[src/rtl/prbs_pkg.sv]
package prbs_pkg;

    localparam int LANES      = 2;
    localparam int LONG_LEN   = 31;
    localparam int LONG_TAP   = 28;
    localparam int SHORT_LEN  = 7;
    localparam int SHORT_TAP  = 6;
    localparam int LANE_DEPTH = (LONG_LEN + LANES - 1) / LANES;
    localparam int HIST_W     = LANE_DEPTH * LANES;

    typedef enum logic {
        MODE_LONG  = 1'b0,
        MODE_SHORT = 1'b1
    } prbs_mode_e;

    typedef logic [LANE_DEPTH-1:0] lane_t;
    typedef logic [HIST_W-1:0]     hist_t;

    typedef struct packed {
        logic second;   // later bit, goes to lane 1
        logic first;    // earlier bit, goes to lane 0
    } lane_pair_t;

    // Rebuild the full-rate history: bit 0 is the newest bit.
    function automatic hist_t interleave(lane_t l0, lane_t l1);
        hist_t h;
        for (int j = 0; j < LANE_DEPTH; j++) begin
            h[2*j]   = l1[j];
            h[2*j+1] = l0[j];
        end
        return h;
    endfunction

    function automatic int seq_len(prbs_mode_e m);
        return (m == MODE_SHORT) ? SHORT_LEN : LONG_LEN;
    endfunction

    function automatic int seq_tap(prbs_mode_e m);
        return (m == MODE_SHORT) ? SHORT_TAP : LONG_TAP;
    endfunction

    function automatic hist_t active_mask(prbs_mode_e m);
        hist_t msk = '0;
        for (int k = 0; k < HIST_W; k++)
            msk[k] = (k < seq_len(m));
        return msk;
    endfunction

    // Two steps of s[n] = s[n-tap] ^ s[n-len]; both come from the old history.
    function automatic lane_pair_t next_pair(hist_t h, prbs_mode_e m);
        lane_pair_t p;
        int len = seq_len(m);
        int tap = seq_tap(m);
        p.first  = h[tap-1] ^ h[len-1];
        p.second = h[tap-2] ^ h[len-2];
        return p;
    endfunction

endpackage

[src/rtl/prbs_lane.sv]
module prbs_lane #(
    parameter int DEPTH = 16
) (
    input  logic             clk,
    input  logic             clr,
    input  logic             din,
    output logic [DEPTH-1:0] q
);
    always_ff @(posedge clk) begin
        if (clr) q <= '0;
        else     q <= {q[DEPTH-2:0], din};
    end
endmodule

[src/rtl/prbs_feedback.sv]
module prbs_feedback
    import prbs_pkg::*;
(
    input  hist_t      hist,
    input  prbs_mode_e mode,
    output lane_pair_t nxt,
    output logic       zero
);
    lane_pair_t fb;

    always_comb begin
        zero = ((hist & active_mask(mode)) == '0);
        fb   = next_pair(hist, mode);
        // starter: an all-zero window would lock up, so inject ones
        nxt  = zero ? lane_pair_t'(2'b11) : fb;
    end
endmodule

[src/rtl/prbs_seq_ctl.sv]
module prbs_seq_ctl
    import prbs_pkg::*;
(
    input  logic       clk,
    input  logic       rst,
    input  prbs_mode_e mode_i,
    output prbs_mode_e mode_q,
    output logic       clear,
    output logic       valid_q
);
    assign clear = rst || (mode_i != mode_q);

    always_ff @(posedge clk) begin
        mode_q  <= mode_i;
        valid_q <= !clear;
    end

    AST_RESEED_DROP: assert property (@(posedge clk) disable iff (rst)
        (mode_i != mode_q) |=> !valid_q);
    AST_VALID_HOLD: assert property (@(posedge clk) disable iff (rst)
        (valid_q && mode_i == mode_q) |=> valid_q);
endmodule

[src/rtl/prbs_halfrate.sv]
module prbs_halfrate
    import prbs_pkg::*;
(
    input  logic       clk,
    input  logic       rst,
    input  logic       mode_short_i,
    output logic [1:0] word_o,
    output logic       valid_o
);
    prbs_mode_e mode_q;
    logic       clear;
    logic       zero;
    lane_pair_t nxt;
    hist_t      hist;
    lane_t      lane_q   [LANES];
    logic       lane_din [LANES];

    prbs_seq_ctl u_ctl (
        .clk     (clk),
        .rst     (rst),
        .mode_i  (prbs_mode_e'(mode_short_i)),
        .mode_q  (mode_q),
        .clear   (clear),
        .valid_q (valid_o)
    );

    assign hist = interleave(lane_q[0], lane_q[1]);

    prbs_feedback u_fb (
        .hist (hist),
        .mode (mode_q),
        .nxt  (nxt),
        .zero (zero)
    );

    for (genvar g = 0; g < LANES; g++) begin : g_lane
        assign lane_din[g] = (g == 0) ? nxt.first : nxt.second;
        prbs_lane #(.DEPTH(LANE_DEPTH)) u_lane (
            .clk (clk),
            .clr (clear),
            .din (lane_din[g]),
            .q   (lane_q[g])
        );
    end

    assign word_o = {lane_q[1][0], lane_q[0][0]};

    AST_START_ONES: assert property (@(posedge clk) disable iff (rst)
        $rose(valid_o) |-> (word_o == 2'b11));
    AST_NO_LOCKUP: assert property (@(posedge clk) disable iff (rst)
        valid_o |-> !zero);
endmodule

[config.mk]
export PLATFORM = sky130hd
export DESIGN_NAME = prbs_halfrate
export DESIGN_NICKNAME = d
export VERILOG_FILES = /design/src/rtl/prbs_pkg.sv /design/src/rtl/prbs_lane.sv /design/src/rtl/prbs_feedback.sv /design/src/rtl/prbs_seq_ctl.sv /design/src/rtl/prbs_halfrate.sv
export SDC_FILE = /design/constraint.sdc
export NUM_CORES = 1
export LEC_CHECK = 0
export BUFFER_PORTS_ARGS = -buffer_cell sky130_fd_sc_hd__buf_4
export CORE_MARGIN = 2
export CORE_UTILIZATION = 50
export CTS_CLUSTER_DIAMETER = 50
export DETAILED_ROUTE_END_ITERATION = 8
export PLACE_DENSITY_LB_ADDON = 0.08
export SETUP_SLACK_MARGIN = 0.1
export SLEW_MARGIN = 20
export SYNTH_ARGS = -nofsm -noshare
export SYNTH_HDL_FRONTEND = slang
export SYNTH_SLANG_ARGS = --single-unit
[constraint.sdc]
create_clock -name clk -period 1.4 [get_ports clk]
set_clock_uncertainty 0.2 [all_clocks]
set_input_delay 0.21 -clock clk [delete_from_list [all_inputs] [get_ports clk]]
set_output_delay 0.21 -clock clk [all_outputs]
set_load 0.05 [all_outputs]
-- Word-level counts from Yosys, hierarchy flattened
Index checks and enable logic that the tools add are counted.
W data, S select, Z words.
- add/subtract/negate cells: 4
- bitwise operators: 3
- $lt $le $gt $ge: 36
- muxes and demuxes: 15
- reduce and logical (&&, ||, !) cells: 3
- equality and inequality tests: 1
- operator list (kind ; count):
    $lt A6 B32 Y1 const A ; 16
    $lt A5 B32 Y1 const A ; 8
    $lt A4 B32 Y1 const A ; 4
    $lt A3 B32 Y1 const A ; 2
    $lt A32 B7 Y1 const B ; 2
    $and A32 B32 Y32 ; 1
    $logic_not A32 Y1 ; 1
    $lt A1 B32 Y1 const A ; 1
    $lt A2 B32 Y1 const A ; 1
    $sub A32 B2 Y32 const B ; 1
    $sub A32 B3 Y32 const B ; 1
    $bmux W1 S5 ; 4
    $lt A6 B7 Y1 const B ; 2
    $mux W5 ; 2
    $mux W1 ; 8
    $sub A5 B1 Y6 const B ; 1
    $sub A5 B2 Y6 const B ; 1
    $mux W2 ; 1
    $xor A1 B1 Y1 ; 2
    $logic_not A1 Y1 ; 1
    $logic_or A1 B1 Y1 ; 1
    $ne A1 B1 Y1 ; 1
- input port bits: 3
- flip-flop bits (word level): 34

-- Logic depth before layout (Yosys ltp)
- word-level depth: 7
- depth in mapped cells: 5
- mapped depth without buffers: 4

-- Modules after synthesis
Synthesis repeated with hierarchy kept, for this count alone.
- cells, all modules: 93
- area total of the unflattened synthesis: 1151.1 um^2
- by module, submodules not included (module ; instances ; area each (um^2) ; cells each):
    prbs_lane ; 2 ; 464.2 ; 33
    prbs_feedback ; 1 ; 161.4 ; 22
    prbs_seq_ctl ; 1 ; 61.3 ; 5

-- Worst setup path before layout
Ideal clock, no wire load.
- path kind: register to register
- from: reg g_lane[0].u_lane.q[2]
- to: reg g_lane[0].u_lane.q[0]
- arrival: 1.276 ns
- required time: 1.126 ns
- library setup time: 0.074 ns
- period minus slack after synthesis: 1.550 ns
- stages on the path, launching flop included: 5
- setup slack: -0.150 ns
- cell sequence: dfxtp_1 or4_1 nor4_2 nand4_1 a31oi_1
- cells in the longest elaborated chain, start to end: 5
- elaborated cells between the ends (all ways): 10
- classes of those cells: mux: 7; bitwise: 2; reduce/logical: 1
- ends and longest elaborated chain (what ; RTL line ; text):
    start: declaration ; prbs_lane.sv:7 ; output logic [DEPTH-1:0] q
    start signal: assignment ; prbs_lane.sv:11 ; else q <= {q[DEPTH-2:0], din};
    $bmux W1 S5 ; prbs_pkg.sv:54 ; p.first = h[tap-1] ^ h[len-1];
    $mux W1 (not written as such) (2 in series) ; prbs_pkg.sv:54 ;
    $xor A1 B1 Y1 ; prbs_pkg.sv:54 ;
    $mux W2 (*) ; prbs_feedback.sv:15 ; nxt = zero ? lane_pair_t'(2'b11) : fb;
Mark *: on every way between the ends. The rest lies on a longest branch, timed or not. The select of a mux whose other input is x is not followed.
A chain may end at the register's enable or synchronous reset.

-- Final worst setup path
Same ends and word-level chain as after synthesis.

==> flow_summary.yaml <==
status:
  status: "finished, violations left"
  violations: "setup timing"
floorplanning:
  start_util_pct: 52.7
  die_w_um: 49.5
  rows: 16
  core-area_sq_um: 1960
  top_level_ports: 6
  die_h_um: 49.5
  dieArea_sq_um: 2450
worst_setup_path:
  cp_slowest_stage_delay_ns: 0.53
  end_kind: "register"
  path_cells: "or4_4 -> nor4_4 -> nand4_1 -> a31oi_1"
  cp.arrival_ns: 1.65
  start_kind: "register"
  worstPathRequired_ns: 1.46
  critPathSlowestCell: "or4_4"
  crit_fanout: 2
  crit_type: "reg2reg"
layout:
  antenna_cells: 0
  syn_to_final_growth_pct: 18.3
  final_nets: 108
  drive_gt1_share_pct: 23.6
  final_cell_count_no_fill: 133
  finalInstanceArea_sq_um: 1220
yosys:
  yosysSeqAreaShare_pct: 63.8
  synthFlopType: "dfxtp_1"
  syn-num-nets: 94
  ys_seq_elements: 33
  yosys_warnings: 0
  synth_most_common_cell: "dfxtp_1"
  synth_top_cell_area_share_pct: 63.8
  ys_types: 18
  avgSynthCellArea_sq_um: 11.4
  ys_top_cells_by_area: "dfxtp_1 64%, and2_1 17%, nor4_1 3.6%"
  syn_inst: 91
  synth.cell_area_sq_um: 1030
  synth_edf_count: 0
  synth_common_cells: "33 x dfxtp_1, 28 x and2_1, 6 x nor4_1"
  yosysTopAreaCell: "dfxtp_1"
  synthArstFlopShare_pct: 0
detailed_routing:
  ant_nets: 0
  drc: 0
  wl_per_cell_um: 11.8
  drt_wl_total_mm: 1.57
  firstDrtPassIters: 4
  vias_per_cell: 4.81
  drt_iter0_markers: 8
  vias: 640
clock_tree:
  cts_buffer_depth: 2
  h-tree-depth: 2
  cts_root_buf: "clkbuf_4"
  cts.sinks: 33
  post_cts_buffers: 0
  cts_tree: "done"
  numCtsBuffers: 5
  clkLatencyLatePin_ns: 0.33
  clk_pin_slew_ns: 0.10
pwr:
  sequentialPowerShare_pct: 57.4
  clkPwrFrac_pct: 35.4
  switchingPower_mw: 0.388
  ir_drop_v: 0.000877
  p_comb_share_pct: 7.1
  swShare_pct: 23.0
  power_density_nw_per_um2: 1380
  p_int_mw: 1.30
  p_leak_nw: 0.525
sta:
  slew_headroom_pct: 77.5
  finalCriticalPeriod_ns: 1.60
  rsz0062_at_grt: "yes"
  worst_slack_ns: -0.196
  maxSlewViolCount: 0
  setup_tns_ns: -0.363
  hold_violations: 0
  fin_crit_sh_pct: 114
  worst_pin_slew_ns: 0.335
  setup_violations: 2
  max_freq_mhz: 627
placement:
  place_area_sq_um: 1120
  globalplace.congestion: 0.729
  dp.cells: 124
  port_buffers: 5
  place_hpwl_mm: 1.03
global_routing:
  grt_first_pass_wirelength_mm: 2.64
  overflow: 0
  grt_max_degree: 17
  grt_pass1_vias: 606
  antenna_found_initial: 0
  grt_use_total_pct: 15.4
job:
  cap_violations: 0
min_path:
  worstHoldPathType: "in2reg"
==> cell usage in the layout (no fill, tap or decap) <==
cell type / Yosys / layout
buf_8: 0 / 1
clkbuf_4: 0 / 5
a21oi_1: 2 / 2
and4_1: 1 / 1
inv_1: 1 / 1
clkbuf_8: 0 / 2
dfxtp_2: 0 / 2
nor4_4: 0 / 1
dfxtp_4: 0 / 1
nand2_1: 1 / 1
and2_2: 1 / 1
dfxtp_1: 33 / 30
buf_4: 2 / 10
nor4_1: 6 / 6
xnor2_1: 2 / 2
dlygate4sd3_1: 0 / 1
a31oi_1: 2 / 2
xor2_1: 3 / 3
or4_4: 0 / 1
clkinv_2: 0 / 1
nand4_1: 1 / 1
and2_1: 28 / 28
nor2_1: 3 / 3
==> layer usage <==
metal,GRT usage (%),vias up,wire (um)
li1,-,325,-
met3,9.09,4,100
met4,6.94,0,23
met5,0,-,0
met2,21.2,12,644
met1,19.4,299,796
==> area by class of cell <==
class,count,area (sq um)
clock buffers,7,65.1
clock inverters,1,5.00
fillers,188,738
inverters,1,3.75
multi-input cells,52,349
flip-flops and latches,33,667
well taps,27,33.8
repair buffers,12,100
==> registers in the layout, summed over array words and instances (netlist names) <==
register	count
g_lane.u_lane.q	31
u_ctl.valid_q	1
u_ctl.mode_q	1
==> power groups by stage <==
stage	combinational [mW]	clock [mW]	sequential, mW
2_1_floorplan	0.0773	0	0.991
3_3_place_gp	0.105	0	0.984
3_5_place_dp	0.107	0	0.984
4_1_cts	0.121	0.619	0.967
5_1_grt	0.128	0.651	0.970
6_report	0.120	0.597	0.967
==> path summary, 6_finish.rpt <==
kind / to / slack [ns] / start / cells past startpoint
setup reg to reg: g_lane[0].u_lane.q[0] / -0.20 / g_lane[0].u_lane.q[2] / 4
hold / removal: u_ctl.valid_q / 0.02 / rst / 3
hold reg to reg: g_lane[0].u_lane.q[12] / 0.26 / g_lane[0].u_lane.q[11] / 1
setup / recovery: g_lane[0].u_lane.q[0] / -0.20 / g_lane[0].u_lane.q[2] / 4
==> timing repair <==
item | in CTS | in global routing
gates cloned | 0 | 0
resized for setup | 7 | 1
hold buffers | 1 | 0
pin swaps | 1 | 2
endpoints found under the hold margin | 1 | 0
setup endpoints to repair | 4 | 6
==> worst max-delay path, delay by kind of cell (launching register included) <==
kind	cells	cell delay, ns
AOI/OAI and AO/OA	1	0.16
and+or+nand+nor	3	0.83
DFF	1	0.33
==> per-stage QoR <==
stage               power [mW]  utilization, %  hold WS, ns  worst slack (ns)
floorplan                 1.07               -       0.0377            -0.150
global placement          1.09            57.0        0.131            -0.152
detailed placement        1.09            57.0        0.131            -0.207
CTS                       1.71            62.3      0.00807            -0.205
global route              1.75            62.4       0.0244            -0.254
finish                    1.68            62.4       0.0231            -0.196
==> cells by family (layout without fill, tap and decap cells) <==
kind of cell | after synthesis | after routing | synth area share (%)
AO/OA/AOI/OAI | 4 | 4 | 2.18
XOR/XNOR | 5 | 5 | 4.23
buffers and inverters | 6 | 21 | 3.63
flip-flops | 33 | 33 | 63.8
AND/OR/NAND/NOR | 43 | 43 | 26.1
No activity file was read; power rests on OpenSTA's default activity.
